`config.mk`:
```
export PLATFORM = sky130hd
export DESIGN_NAME = psq_port_seq
export DESIGN_NICKNAME = d
export VERILOG_FILES = /design/src/rtl/psq_pkg.sv /design/src/rtl/psq_phase_timer.sv /design/src/rtl/psq_mps_monitor.sv /design/src/rtl/psq_port_seq.sv
export SDC_FILE = /design/constraint.sdc
export NUM_CORES = 1
export LEC_CHECK = 0
export BUFFER_PORTS_ARGS = -buffer_cell sky130_fd_sc_hd__buf_2
export CAP_MARGIN = 20
export CORE_ASPECT_RATIO = 0.6
export CORE_MARGIN = 4
export CORE_UTILIZATION = 40
export DETAILED_ROUTE_END_ITERATION = 8
export GPL_ROUTABILITY_DRIVEN = 0
export PLACE_DENSITY = 0.6
export SLEW_MARGIN = 20
export SYNTH_ARGS = -nofsm -noshare
export SYNTH_HDL_FRONTEND = slang
export SYNTH_HIERARCHICAL = 1
export SYNTH_SLANG_ARGS = --single-unit
```
`constraint.sdc`:
```
create_clock -name clk -period 3.7 [get_ports clk]
set_clock_uncertainty 0.2 [all_clocks]
set_input_delay 0.925 -clock clk [delete_from_list [all_inputs] [get_ports clk]]
set_output_delay 0.925 -clock clk [all_outputs]
set_load 0.02 [all_outputs]
```
`src/rtl/psq_pkg.sv`:
```
package psq_pkg;

  typedef enum logic [1:0] {
    MD_OFF    = 2'd0,
    MD_MANUAL = 2'd1,
    MD_SEMI   = 2'd2,
    MD_AUTO   = 2'd3
  } psq_mode_e;

  typedef enum logic [3:0] {
    ST_POR   = 4'd0,
    ST_IDLE  = 4'd1,
    ST_DET   = 4'd2,
    ST_BOFF  = 4'd3,
    ST_CLS1  = 4'd4,
    ST_MARK1 = 4'd5,
    ST_CLS2  = 4'd6,
    ST_MARK2 = 4'd7,
    ST_READY = 4'd8,
    ST_PWR   = 4'd9
  } psq_state_e;

  localparam logic [1:0] DS_VALID   = 2'd1;
  localparam logic [1:0] DS_INVALID = 2'd2;
  localparam logic [1:0] DS_TIMEOUT = 2'd3;
  localparam logic [2:0] CS_TIMEOUT = 3'd7;

endpackage

```
`src/rtl/psq_phase_timer.sv`:
```
module psq_phase_timer #(
  parameter int TW = 10
) (
  input  logic          clk,
  input  logic          rst_n,
  input  logic          clr,
  input  logic          tick,
  input  logic [TW-1:0] limit,
  output logic          expired
);
  localparam logic [TW-1:0] CMAX = '1;

  logic [TW-1:0] count;

  always_ff @(posedge clk or negedge rst_n) begin
    if (!rst_n)                    count <= '0;
    else if (clr)                  count <= '0;
    else if (tick && count != CMAX) count <= count + 1'b1;
  end

  assign expired = (count >= limit);

  AST_TMR_SATURATE: assert property (@(posedge clk) disable iff (!rst_n)
    (!clr && count == CMAX) |=> (count == CMAX));

endmodule

```
`src/rtl/psq_mps_monitor.sv`:
```
module psq_mps_monitor #(
  parameter int TW = 10
) (
  input  logic          clk,
  input  logic          rst_n,
  input  logic          powered,
  input  logic          mps_ok,
  input  logic          tick,
  input  logic [TW-1:0] limit,
  output logic          drop_evt
);
  localparam logic [TW-1:0] CMAX = '1;

  logic [TW-1:0] absent_cnt;

  always_ff @(posedge clk or negedge rst_n) begin
    if (!rst_n)                               absent_cnt <= '0;
    else if (!powered || mps_ok)              absent_cnt <= '0;
    else if (tick && absent_cnt != CMAX)      absent_cnt <= absent_cnt + 1'b1;
  end

  assign drop_evt = powered && (absent_cnt >= limit);

  AST_MPS_RESTART: assert property (@(posedge clk) disable iff (!rst_n)
    mps_ok |=> (absent_cnt == '0));

endmodule

```
`src/rtl/psq_port_seq.sv`:
```
module psq_port_seq
  import psq_pkg::*;
#(
  parameter int TW           = 10,
  parameter int POR_MS       = 23,
  parameter int DET_MAX_MS   = 500,
  parameter int BOFF_FAR_MS  = 400,
  parameter int BOFF_NEAR_MS = 100,
  parameter int CLS_MAX_MS   = 13,
  parameter int MARK_MS      = 8,
  parameter int DROP_MS_0    = 350,
  parameter int DROP_MS_1    = 88,
  parameter int DROP_MS_2    = 175,
  parameter int DROP_MS_3    = 700
) (
  input  logic       clk,
  input  logic       rst_n,
  input  logic       tick_1ms,
  input  logic [1:0] mode,
  input  logic       two_event,
  input  logic [1:0] drop_sel,
  input  logic       det_done,
  input  logic       det_valid,
  input  logic       cls_strobe,
  input  logic [2:0] cls_code,
  input  logic       near_supply,
  input  logic       mps_ok,
  input  logic       shutdown,
  input  logic       port_rst,
  input  logic       pwr_on_cmd,
  input  logic       pwr_off_cmd,
  output logic       det_en,
  output logic       cls_en,
  output logic       mark_en,
  output logic       gate_en,
  output logic [1:0] det_stat,
  output logic [2:0] cls_stat
);

  localparam logic [TW-1:0] NO_LIMIT = '1;

  function automatic logic [TW-1:0] drop_limit(input logic [1:0] sel);
    case (sel)
      2'd0:    return TW'(DROP_MS_0);
      2'd1:    return TW'(DROP_MS_1);
      2'd2:    return TW'(DROP_MS_2);
      default: return TW'(DROP_MS_3);
    endcase
  endfunction

  function automatic logic [TW-1:0] phase_limit(input psq_state_e s, input logic near);
    case (s)
      ST_POR:             return TW'(POR_MS);
      ST_DET:             return TW'(DET_MAX_MS);
      ST_BOFF:            return near ? TW'(BOFF_NEAR_MS) : TW'(BOFF_FAR_MS);
      ST_CLS1, ST_CLS2:   return TW'(CLS_MAX_MS);
      ST_MARK1, ST_MARK2: return TW'(MARK_MS);
      default:            return NO_LIMIT;
    endcase
  endfunction

  psq_state_e st, st_nx;
  psq_mode_e  md;
  logic       boff_near;
  logic       tmr_exp, tmr_clr, drop_evt;

  assign md = psq_mode_e'(mode);

  // named events for the checks below
  logic force_idle, auto_seq, in_auto_phase;
  logic det_pass, det_fail, det_tmo, cls_hit, cls_tmo;

  assign force_idle    = shutdown || port_rst || (md == MD_OFF);
  assign auto_seq      = (md == MD_SEMI) || (md == MD_AUTO);
  assign in_auto_phase = (st inside {ST_DET, ST_BOFF, ST_CLS1, ST_MARK1,
                                     ST_CLS2, ST_MARK2, ST_READY});
  assign det_pass = (st == ST_DET) && det_done && det_valid;
  assign det_fail = (st == ST_DET) && det_done && !det_valid;
  assign det_tmo  = (st == ST_DET) && !det_done && tmr_exp;
  assign cls_hit  = ((st == ST_CLS1) || (st == ST_CLS2)) && cls_strobe;
  assign cls_tmo  = ((st == ST_CLS1) || (st == ST_CLS2)) && !cls_strobe && tmr_exp;

  always_comb begin
    st_nx = st;
    if (st == ST_POR) begin
      if (tmr_exp) st_nx = ST_IDLE;
    end else if (force_idle || (in_auto_phase && !auto_seq)) begin
      st_nx = ST_IDLE;
    end else begin
      case (st)
        ST_IDLE:  if (auto_seq) st_nx = ST_DET;
                  else if (md == MD_MANUAL && pwr_on_cmd) st_nx = ST_PWR;
        ST_DET:   if (det_pass) st_nx = ST_CLS1;
                  else if (det_fail || det_tmo) st_nx = ST_BOFF;
        ST_BOFF:  if (tmr_exp) st_nx = ST_IDLE;
        ST_CLS1:  if (cls_hit) st_nx = two_event ? ST_MARK1 :
                                       (md == MD_AUTO ? ST_PWR : ST_READY);
                  else if (cls_tmo) st_nx = ST_BOFF;
        ST_MARK1: if (tmr_exp) st_nx = ST_CLS2;
        ST_CLS2:  if (cls_hit) st_nx = ST_MARK2;
                  else if (cls_tmo) st_nx = ST_BOFF;
        ST_MARK2: if (tmr_exp) st_nx = (md == MD_AUTO) ? ST_PWR : ST_READY;
        ST_READY: if (pwr_on_cmd || md == MD_AUTO) st_nx = ST_PWR;
        ST_PWR:   if (pwr_off_cmd || drop_evt) st_nx = ST_IDLE;
        default:  st_nx = ST_IDLE;
      endcase
    end
  end

  assign tmr_clr = (st_nx != st);

  always_ff @(posedge clk or negedge rst_n) begin
    if (!rst_n) begin
      st        <= ST_POR;
      boff_near <= 1'b0;
      det_stat  <= '0;
      cls_stat  <= '0;
    end else begin
      st <= st_nx;
      if (st_nx == ST_BOFF && st != ST_BOFF) boff_near <= near_supply;
      if (!force_idle) begin
        if (det_pass)      det_stat <= DS_VALID;
        else if (det_fail) det_stat <= DS_INVALID;
        else if (det_tmo)  det_stat <= DS_TIMEOUT;
        if (cls_hit)       cls_stat <= cls_code;
        else if (cls_tmo)  cls_stat <= CS_TIMEOUT;
      end
    end
  end

  psq_phase_timer #(.TW(TW)) u_tmr (
    .clk     (clk),
    .rst_n   (rst_n),
    .clr     (tmr_clr),
    .tick    (tick_1ms),
    .limit   (phase_limit(st, boff_near)),
    .expired (tmr_exp)
  );

  psq_mps_monitor #(.TW(TW)) u_mps (
    .clk      (clk),
    .rst_n    (rst_n),
    .powered  (st == ST_PWR),
    .mps_ok   (mps_ok),
    .tick     (tick_1ms),
    .limit    (drop_limit(drop_sel)),
    .drop_evt (drop_evt)
  );

  assign det_en  = (st == ST_DET);
  assign cls_en  = (st == ST_CLS1) || (st == ST_CLS2);
  assign mark_en = (st == ST_MARK1) || (st == ST_MARK2);
  assign gate_en = (st == ST_PWR) && !shutdown && !port_rst;

  AST_POR_HOLD: assert property (@(posedge clk) disable iff (!rst_n)
    (st == ST_POR && !tmr_exp) |=> (st == ST_POR));
  AST_OFF_IDLE: assert property (@(posedge clk) disable iff (!rst_n)
    (st != ST_POR && md == MD_OFF) |=> (st == ST_IDLE));
  AST_DET_PASS_STAT: assert property (@(posedge clk) disable iff (!rst_n)
    (det_pass && !force_idle) |=> (det_stat == DS_VALID && cls_en));
  AST_MARK_HOLD: assert property (@(posedge clk) disable iff (!rst_n)
    (mark_en && !tmr_exp && !force_idle && auto_seq) |=> mark_en);
  AST_OFF_CMD: assert property (@(posedge clk) disable iff (!rst_n)
    (st == ST_PWR && pwr_off_cmd) |=> !gate_en);
  AST_KILL_IDLE: assert property (@(posedge clk) disable iff (!rst_n)
    (st != ST_POR && (shutdown || port_rst)) |=> (st == ST_IDLE));
  AST_DROP_OFF: assert property (@(posedge clk) disable iff (!rst_n)
    drop_evt |=> (st == ST_IDLE));
  AST_ONE_PHASE: assert property (@(posedge clk) disable iff (!rst_n)
    $onehot0({det_en, cls_en, mark_en, gate_en}));

endmodule

```
# Word-level counts from Yosys, hierarchy flattened
# Cells that the tools add are included.
# word_totals
regBits	30
latch_bits	0
ram_bits	0
romBits	0
in_bits	20
out_inout_bits	9
n_memories	0
# op_classes
add_sub_neg	2
mul	0
div	0
order_cmp	2
eq_ne	19
n_shift	0
muxes	29
n_bitwise	1
n_reduce_logical	45
# op_table
cell	n
$mux 4	15
$pmux 10 s5	1
$mux 10	4
$pmux 4 s9	1
$pmux 10 s3	1
$add 10x1->10 const B	2
$ge 10x10->1	2
$ne 10x10->1 const B	2
$eq 4x3->1 const B	4
$logic_and 1x1->1	16
$eq 4x2->1 const B	3
$logic_or 1x1->1	10
$mux 9	1
$eq 4x4->1 const B	2
$logic_not 1->1	7
$reduce_bool 7->1	1
$eq 2x2->1 const B	3
$mux 2	3
$mux 3	2
$reduce_bool 2->1	3
$eq 2x1->1 const B	2
$eq 4x1->1 const B	1
$logic_not 2->1	2
$logic_not 4->1	1
other kinds (7)	9

# Logic depth before layout (Yosys ltp)
# Gate-level depths: netlist (run 1).
# depth
ltp_word	13
ltp_mapped	23
depth_no_buf	19

# Cells and area by module
# Netlist (run 1), hierarchy kept.
# by_module_without_submodules
mod	n_inst	cells_each	area_each_um2	seq_area_each_um2
psq_port_seq	1	131	964.7	250.2
psq_mps_monitor	1	91	788.3	250.2
psq_phase_timer	1	86	770.7	250.2

# Worst setup path before layout (run 1)
# OpenSTA, ideal clock, no wires.
# synth_timing
kind	register to register
startpoint	reg st[0]
endpoint	reg u_tmr.count[8]
setup_ns	0.140
arrival_time_ns	3.562
slack_ns	-0.202
path_stages_with_launch	22
n_path_buf	4
synth_period_minus_slack_ns	3.902
path_cell_list	dfrtp_1 > buf_2 > buf_2 > nor2_1 > nor2_1 > o21ai_0 > nand2_1 > inv_1 > ha_1 > nand4_1 > o221a_2 > o21ai_0 > clkbuf_1 > nand3_1 > o31ai_2 > a32o_1 > nor4_2 > o311ai_1 > clkbuf_1 > inv_1 > o311ai_0 > o41ai_1
# synth_via
elab_chain_cells	13
# synth_lines
item	line	source
start, declared	psq_port_seq.sv:62	psq_state_e st, st_nx;
start signal, assigned	psq_port_seq.sv:119	st <= st_nx;
$eq 4x3->1	psq_port_seq.sv:52	case (s)
$reduce_or 2->1	psq_port_seq.sv:52	
$pmux 10 s5 (*)	psq_port_seq.sv:52	
$ge 10x10->1 (*)	psq_phase_timer.sv:21	assign expired = (count >= limit);
via tmr_exp	psq_port_seq.sv:65	logic tmr_exp, tmr_clr, drop_evt;
$logic_and 1x1->1	psq_port_seq.sv:79	assign det_tmo = (st == ST_DET) && !det_done && tmr_exp;
$logic_or 1x1->1	psq_port_seq.sv:94	else if (det_fail || det_tmo) st_nx = ST_BOFF;
$mux 4	psq_port_seq.sv:94	
$mux 4	psq_port_seq.sv:93	ST_DET: if (det_pass) st_nx = ST_CLS1;
$pmux 4 s9	psq_port_seq.sv:90	case (st)
$mux 4	psq_port_seq.sv:87	end else if (force_idle || (in_auto_phase && !auto_seq)) begin
$mux 4 (*)	psq_port_seq.sv:85	if (st == ST_POR) begin
$ne 4x4->1 (*)	psq_port_seq.sv:110	assign tmr_clr = (st_nx != st);
via tmr_clr	psq_port_seq.sv:65	
$mux 10 / $reduce_bool 2->1 (equally long branches)	-	
end signal, assigned	psq_phase_timer.sv:18	else if (tick && count != CMAX) count <= count + 1'b1;
end, declared	psq_phase_timer.sv:13	logic [TW-1:0] count;
# Mark *: on every way through the listed nets, which the timed path passes. The rest lies on a longest branch.
# A chain may end at the register's enable or synchronous reset.

# Worst setup path in the final report (run 1)
# layout_timing
startpoint	reg st[1]
endpoint	reg u_tmr.count[8]
# The elaborated chain is that of the path after synthesis.

==> impl_metrics.json, run 1 <==
{
  "hold_buffers": 0,
  "dp_slack_ns": 0.0279,
  "place_area_um2": 2820,
  "hp-class": "register to register",
  "fin_crit_sh_pct": 98.4,
  "maxCapViolCount": 0,
  "yosys_most_used_dff": "dfrtp_1",
  "slew_headroom_pct": 54.6,
  "drive_gt1_share_pct": 27.6,
  "root_buffer": "clkbuf_8",
  "die_y_um": 69.5,
  "clock.fmax_mhz": 275,
  "final_area_um2": 3170,
  "core_um2": 6110,
  "finalCriticalPeriod_ns": 3.64,
  "grt_first_pass_wirelength_mm": 10.6,
  "synth_cell_types": 61,
  "clockBufferDepth": 2,
  "crit_path_start_kind": "register",
  "syn_to_final_growth_pct": 25.7,
  "ios": 29,
  "detail_route.wl_per_cell_um": 15.5,
  "setup_violations": 0,
  "rows": 22,
  "ir_drop_mv": 0.162,
  "drv_slew": 0,
  "grt_usage_pct": 16.9,
  "yosysSeqAreaShare_pct": 29.7,
  "postLayoutCoreUtil_pct": 51.9,
  "cts_buffers": 5,
  "crit_path_end_kind": "register",
  "synth_common_cells": "31 x inv_1, 31 x nand2_1, 31 x nor2_1, 30 x dfrtp_1, 22 x ha_1",
  "synth_top_area_share_pct": 29.7,
  "dieArea_um2": 7690,
  "grt_pass1_vias": 2117,
  "clk_latency_ns": 0.29,
  "yosysWarningCount": 6,
  "p_leak_nw": 1.54,
  "outcome": "finished clean",
  "antenna_found_initial": 0,
  "path_clk_slew_ns": 0.07,
  "drc": 0,
  "nets": 393,
  "cp_max_fo": 7,
  "cp.required_ns": 3.69,
  "diodes": 0,
  "dpl.hpwl_mm": 4.93,
  "drt_wl_total_mm": 6.77,
  "arrival_ns": 3.63,
  "postSynthAreaPerCell_um2": 8.19,
  "ys_ff_latch": 30,
  "htreeDepth": 2,
  "dr.pass1.iters": 4,
  "netlist_area_um2": 2520,
  "die_w_um": 111,
  "yosys.area.top_type": "dfrtp_1",
  "synth_fp_nets": 350,
  "tritoncts": "done",
  "ant_nets": 0,
  "power_density_nw_per_um2": 390,
  "critPathKind": "register to register",
  "worstMarginPinSlew_ns": 0.682,
  "grt_max_degree": 31,
  "syn_inst": 308,
  "overflow": 0,
  "vias_per_cell": 5.56,
  "first_iter_violations": 148,
  "tns_ns": 0,
  "layout_setup_ws_ns": 0.0607,
  "port_buffers": 28,
  "initial_core_util_pct": 41.3,
  "synthTopCellsByArea": "dfrtp_1 30%, ha_1 11%, inv_1 4.6%",
  "vias": 2425,
  "hold_violations": 0,
  "async_flop_share_pct": 100,
  "clock-sinks": 30,
  "synth_edf_count": 0
}
final timing paths:
check | from | endpoint | slack (ns) | cells after the start
worst max-delay path | st[1] | u_tmr/count[8] | 0.06 | 16
worst min-delay path | cls_stat[0] | cls_stat[0] | 0.29 | 1
worst max register to register | st[1] | u_tmr/count[8] | 0.06 | 16
worst min register to register | cls_stat[0] | cls_stat[0] | 0.29 | 1
max in group asynchronous | rst_n | st[2] | 2.35 | 1
min in group asynchronous | rst_n | u_mps/absent_cnt[0] | 0.47 | 1
repair_timing:
item / in CTS / in global routing
buffers inserted: 0 / 6
gates resized for setup: 0 / 38
setup endpoints to repair: 0 / 11
sequential cells by signal, indices dropped and copies added (netlist names):
signal            flops
u_mps/absent_cnt     10
st                    4
cls_stat              3
det_stat              2
boff_near             1
u_tmr/count          10
layout make-up:
class,count,area (um2)
fill,594,2940
clock buffer,6,82.6
tap,84,105
multi-input combinational,233,1710
sequential,30,753
inverter,32,120
timing repair buffer,49,339
clock inverter,2,60.1
routing by layer:
layer	wire (um)	GRT usage, %	vias to the layer above	part of all wire [%]
li1	-	-	1197	-
met1	3540	27.3	1117	52
met2	2600	20.5	99	38
met3	543	5.32	12	8.0
met4	91	4.92	0	1.3
met5	0	0	-	0
power by group:
part | internal (W) | leakage (nW) | switching [W]
Clock | 0.000287 | 0.0714 | 0.000136
Combinational | 0.000166 | 1.06 | 0.000245
Sequential | 0.000362 | 0.408 | 0.0000414
Total | 0.000815 | 1.54 | 0.000422
layout by cell type (no fill, tap or decap), types with 3 or more instances in the layout:
cell	n
nor2b_1	7
mux2i_1	6
nand4_1	4
nand2b_1	3
o22a_1	3
nand3_1	9
clkbuf_8	6
buf_6	4
o21ai_0	9
a31oi_1	3
buf_2	29
nor2_1	29
nand3_2	3
ha_1	21
buf_4	13
nand4b_1	3
and4_1	3
a211oi_1	5
a21oi_2	3
xnor2_1	4
a21o_1	3
a21oi_1	18
nor3_1	12
nand2_1	29
dfrtp_1	28
inv_1	29
o211ai_1	3
worst max-delay path, cell delays in order (launching register included):
cell and delay (ns):
dfrtp_2 0.46, buf_12 0.16, nand2_4 0.06, o21ai_1 0.05, nand2_1 0.09, buf_4 0.13
inv_1 0.04, ha_1 0.18, a21o_1 0.15, a21o_1 0.19, a21oi_2 0.19, o21ai_4 0.10
clkdlybuf4s15_2 0.25, or3_1 0.35, nor3_1 0.40, o311ai_4 0.17, o41ai_2 0.38
stage by stage:
| stage | hold slack (ns) | total power [W] | cells |
|---|---|---|---|
| finish | 0.286 | 0.00124 | 436 |
| global placement | 0.267 | 0.000730 | 421 |
| detailed placement | 0.275 | 0.000729 | 421 |
| global route | 0.314 | 0.00131 | 436 |
| CTS | 0.293 | 0.00116 | 429 |
| floorplan | 0.291 | 0.000624 | 308 |
logic make-up (layout without fill, tap and decap cells):
kind of cell / after synthesis / in the layout / share of synthesized area (%)
adders and majority gates: 22 / 22 / 10.9
muxes: 8 / 8 / 3.27
AOI/OAI and AO/OA: 72 / 72 / 20.2
buffers and inverters: 45 / 89 / 7.54
and+or+nand+nor: 124 / 124 / 26.1
xor gates and xnor gates: 6 / 6 / 2.08
other: 1 / 1 / 0.149
DFF: 30 / 30 / 29.7
(Power assumes the default switching activity.)
==> run 2, diff against run 1 <==
--- a/config.mk
+++ b/config.mk
@@ -13,6 +13,7 @@
 export DETAILED_ROUTE_END_ITERATION = 8
 export GPL_ROUTABILITY_DRIVEN = 0
 export PLACE_DENSITY = 0.6
+export SETUP_SLACK_MARGIN = 0.3
 export SLEW_MARGIN = 20
 export SYNTH_ARGS = -nofsm -noshare
 export SYNTH_HDL_FRONTEND = slang
==> impl_metrics.json, run 2 (synthesis gave the netlist of run 1 again) <==
{
  "cp.required_ns": 3.68,
  "clock.fmax_mhz": 280,
  "p_leak_nw": 1.59,
  "tns_ns": 0,
  "grt_first_pass_wirelength_mm": 12.1,
  "drv_slew": 0,
  "ant_nets": 0,
  "overflow": 0,
  "fin_crit_sh_pct": 96.4,
  "ios": 29,
  "ir_drop_mv": 0.261,
  "hold_end": "cls_stat[1]",
  "hold_buffers": 0,
  "root_buffer": "clkbuf_8",
  "clk_latency_ns": 0.29,
  "drc": 0,
  "crit_path_end_kind": "register",
  "outcome": "finished clean",
  "pwr-share-seq_pct": 33.0,
  "maxCapViolCount": 0,
  "place_area_um2": 2850,
  "worstReg2RegStart": "st[0]",
  "fill_cells": 568,
  "arrival_ns": 3.55,
  "regToRegSetupSlack_ns": 0.13,
  "grt_usage_pct": 19.3,
  "dr.pass1.iters": 4,
  "tritoncts": "done",
  "hold_start": "cls_stat[1]",
  "layout_setup_ws_ns": 0.133,
  "dpl.hpwl_mm": 5.08,
  "htreeDepth": 2,
  "slowest_stage": "dfrtp_2",
  "dieArea_um2": 7690,
  "drive_gt1_share_pct": 33.4,
  "switching_share_pct": 35.3,
  "whs_ns": 0.285,
  "intPower_w": 0.000805,
  "rsz0062_at_grt": "true",
  "port_buffers": 28,
  "finalCriticalPeriod_ns": 3.57,
  "worstHoldPathCells": 1,
  "worstMarginPinSlew_ns": 0.723,
  "setup_violations": 0,
  "vias_per_cell": 5.55,
  "power_density_nw_per_um2": 375,
  "clock-sinks": 30,
  "antenna_found_initial": 0,
  "largestRegisters": "u_mps/absent_cnt (10), u_tmr/count (10), st (4)",
  "hp-class": "register to register",
  "crit_path_cell_trace": "buf_4, mux2_4, nand2_4, ha_4, nand2b_4, a21oi_2, o221a_2, o21ai_4, buf_6, o211ai_1, o221ai_2, nor4_4, buf_4, nand4b_1, mux2_4",
  "diodes": 0,
  "dp_slack_ns": -0.0762,
  "vias": 2491,
  "drt_wl_total_mm": 7.29,
  "final_cell_mix": "28 x nor2_1, 28 x nand2_1, 28 x buf_2, 28 x buf_4",
  "rr_worst_depth": 15,
  "die_w_um": 111,
  "critPathKind": "register to register",
  "grt_max_degree": 31,
  "comb_power_share_pct": 39.1,
  "r2r_end": "boff_near",
  "nets": 407,
  "detail_route.wl_per_cell_um": 16.2,
  "hold_violations": 0,
  "cp_max_fo": 7,
  "core_um2": 6110,
  "path_clk_slew_ns": 0.07,
  "grt_pass1_vias": 2380,
  "crit_path_start_kind": "register",
  "first_iter_violations": 143,
  "clockBufferDepth": 2,
  "final_area_um2": 3320,
  "initial_core_util_pct": 41.3,
  "syn_to_final_growth_pct": 31.5,
  "power.share.clock_pct": 27.9,
  "cts_buffers": 5,
  "slowest_delay_ns": 0.47,
  "die_y_um": 69.5,
  "rows": 22,
  "p_switching_w": 0.000439,
  "slew_headroom_pct": 51.8
}
==> run 2: cell types whose count changed in the layout (fill, tap and decap cells not counted), sizes merged <==
cell and change:
buf +15, bufinv -1, clkdlybuf4s15 -1, clkinv -1, clkinvlp +1
==> run 2: area by class of cell <==
| class | count | area, um2 | area share, % |
|---|---|---|---|
| multi-input combinational | 233 | 1790 | 53.8 |
| sequential | 30 | 754 | 22.7 |
| timing repair buffer | 63 | 438 | 13.2 |
| inverter | 32 | 124 | 3.73 |
| tap | 84 | 105 | 3.17 |
| clock buffer | 6 | 82.6 | 2.49 |
| clock inverter | 1 | 30.0 | 0.905 |
==> run 2: through the flow <==
step                instances  utilization, %  power (W)
floorplan                 308               -   0.000649
global placement          423            46.6   0.000761
detailed placement        423            46.6   0.000768
CTS                       446            53.0    0.00121
global route              449            54.3    0.00133
finish                    449            54.3    0.00124
==> run 2: layer usage <==
metal	up-vias	GRT usage [%]	wire length, um
met2	86	25.6	2890
met1	1173	29.7	3740
li1	1218	-	-
met4	0	6.69	138
met5	-	0	0
met3	14	4.62	519
==> run 2: worst max-delay path by stage <==
| stage | from | to | slack, ns | cells past startpoint |
|---|---|---|---|---|
| floorplan | st[0] | u_tmr/count[8] | 0.23 | 21 |
| global placement | drop_sel[1] | u_tmr/count[8] | 0.02 | 16 |
| detailed placement | st[0] | u_tmr/count[8] | -0.08 | 15 |
| CTS | st[0] | u_tmr/count[8] | 0.28 | 20 |
| global route | st[2] | u_tmr/count[8] | 0.05 | 17 |
| finish | st[0] | boff_near | 0.13 | 15 |
==> run 2: repair_timing <==
item	CTS	global route
buffers inserted	16	3
pin swaps	22	7
setup endpoints to repair	11	12
resized for setup	38	12
==> run 2: power by group through the flow <==
stage	Combinational [W]	Clock [W]	Sequential (W)
6_report	0.000487	0.000347	0.000411
5_1_grt	0.000538	0.000372	0.000416
4_1_cts	0.000445	0.000353	0.000409
3_5_place_dp	0.000354	0	0.000414
3_3_place_gp	0.000348	0	0.000414
2_1_floorplan	0.000248	0	0.000401
==> run 2: critical path, delay by kind of cell (launching register included) <==
| kind | cells | cell delay [ns] |
|---|---|---|
| AO/OA/AOI/OAI | 5 | 0.82 |
| adder cells (fa/ha/maj) | 1 | 0.19 |
| buffers and inverters | 3 | 0.47 |
| flip-flops | 1 | 0.47 |
| multiplexers | 2 | 0.58 |
| AND/OR/NAND/NOR | 4 | 0.70 |
==> run 3, diff against run 2 <==
--- a/config.mk
+++ b/config.mk
@@ -13,7 +13,7 @@
 export DETAILED_ROUTE_END_ITERATION = 8
 export GPL_ROUTABILITY_DRIVEN = 0
 export PLACE_DENSITY = 0.6
-export SETUP_SLACK_MARGIN = 0.3
+export SETUP_SLACK_MARGIN = 0.5
 export SLEW_MARGIN = 20
 export SYNTH_ARGS = -nofsm -noshare
 export SYNTH_HDL_FRONTEND = slang
==> impl_metrics.json, run 3 (synthesis gave the netlist of run 1 again) <==
{
  "ios": 29,
  "overflow": 0,
  "p_leak_nw": 1.58,
  "syn_to_final_growth_pct": 32.4,
  "grt_first_pass_wirelength_mm": 11.7,
  "power_density_nw_per_um2": 384,
  "drc": 0,
  "die_w_um": 111,
  "rows": 22,
  "ir_drop_mv": 0.223,
  "maxCapViolCount": 0,
  "finalCriticalPeriod_ns": 3.50,
  "vias_per_cell": 5.40,
  "clock-sinks": 30,
  "critPathKind": "register to register",
  "clk_latency_ns": 0.29,
  "setup_violations": 0,
  "hp-class": "register to register",
  "hold_violations": 0,
  "grt_max_degree": 31,
  "worstMarginPinSlew_ns": 0.715,
  "largestRegisters": "u_mps/absent_cnt (10), u_tmr/count (10), st (4)",
  "cts_buffers": 5,
  "final_common_cell": "buf_2",
  "vias": 2407,
  "die_y_um": 69.5,
  "first_iter_violations": 166,
  "clockBufferDepth": 2,
  "hold_buffers": 0,
  "dpl.hpwl_mm": 5.04,
  "drive_gt1_share_pct": 35.4,
  "detail_route.wl_per_cell_um": 15.7,
  "root_buffer": "clkbuf_8",
  "final_cell_mix": "28 x buf_2, 27 x inv_1, 27 x nand2_1, 27 x dfrtp_1, 24 x nor2_1",
  "grt_pass1_vias": 2323,
  "stdcell_count": 446,
  "diodes": 0,
  "grt_usage_pct": 18.5,
  "dieArea_um2": 7690,
  "port_buffers": 28,
  "arrival_ns": 3.44,
  "drt_wl_total_mm": 7.02,
  "crit_path_end_kind": "register",
  "cp_max_fo": 8,
  "dr.pass1.iters": 4,
  "outcome": "finished clean",
  "fin_crit_sh_pct": 94.5,
  "slew_headroom_pct": 51.8,
  "antenna_found_initial": 0,
  "drv_slew": 0,
  "path_clk_slew_ns": 0.07,
  "fill_cells": 571,
  "nets": 403,
  "dp_slack_ns": -0.00294,
  "initial_core_util_pct": 41.3,
  "crit_path_start_kind": "register",
  "htreeDepth": 2,
  "tritoncts": "done",
  "clock.fmax_mhz": 286,
  "cp.required_ns": 3.65,
  "ant_nets": 0,
  "rsz0062_at_grt": "true",
  "core_um2": 6110,
  "layout_setup_ws_ns": 0.204,
  "dp.cells": 425
}
-- run 3: cell count changes in the layout (fill, tap and decap cells not counted), sizes merged --
cell / change
buf: -4
bufinv: -1
clkbuf: +2
clkinv: +1
clkinvlp: -1
-- run 3: final timing paths --
kind,start,endpoint,slack (ns),depth (start not counted)
max,st[0],u_tmr/count[8],0.20,17
min,cls_stat[1],cls_stat[1],0.30,1
max reg2reg,st[0],u_tmr/count[8],0.20,17
min reg2reg,cls_stat[1],cls_stat[1],0.30,1
max in group asynchronous,rst_n,st[2],2.33,1
min in group asynchronous,rst_n,u_mps/absent_cnt[0],0.47,1
-- run 3: layout make-up --
class,count,area [um2],area share (%)
multi-input combinational,233,1830,54.8
sequential,30,754,22.6
timing repair buffer,59,418,12.5
inverter,32,121,3.63
clock buffer,8,110,3.29
tap,84,105,3.14
-- run 3: power breakdown --
group | internal (W) | leakage [nW] | total (W) | switching (W)
Clock | 0.000188 | 0.0575 | 0.000326 | 0.000138
Sequential | 0.000362 | 0.406 | 0.000412 | 0.0000494
Combinational | 0.000262 | 1.11 | 0.000546 | 0.000284
-- run 3: what timing repair did --
action	CTS	global route
pin swaps	17	13
buffers inserted	7	6
resized for setup	34	29
gates cloned	0	0
endpoints found under the setup margin	11	12
-- run 3: layer usage --
layer | wire length (um) | part of all wire (%) | vias to the layer above | GRT usage (%)
met5 | 0 | 0 | - | 0
met4 | 63 | 0.90 | 0 | 4.10
met3 | 585 | 8.3 | 8 | 7.06
met2 | 2690 | 38 | 84 | 24.5
met1 | 3680 | 52 | 1105 | 27.9
li1 | - | - | 1210 | -
-- run 3: metrics by stage --
step / util [%] / total power [W] / cell area (um2) / setup TNS [ns] / hold WS [ns]
after CTS: 52.1 / 0.00120 / 3180 / 0 / 0.296
final: 54.7 / 0.00128 / 3340 / 0 / 0.295
after detailed placement: 46.9 / 0.000779 / 2870 / -0.00294 / 0.280
after floorplan: - / 0.000650 / 2600 / 0 / 0.295
after global routing: 54.7 / 0.00136 / 3340 / 0 / 0.312
after global placement: 46.9 / 0.000777 / 2870 / 0 / 0.271
-- run 3: worst max-delay path: stages, from the launching register on --
cell and delay (ns):
dfrtp_2 0.46, buf_6 0.14, nor2b_1 0.13, o21ai_1 0.08, inv_1 0.06, ha_1 0.27, nand4_1 0.10, o221a_4 0.28
o21ai_4 0.22, nand3_2 0.14, o31ai_4 0.21, a32o_2 0.21, nor4_2 0.06, o311ai_1 0.27, buf_4 0.24, inv_2 0.05
o311ai_1 0.09, o41ai_2 0.14
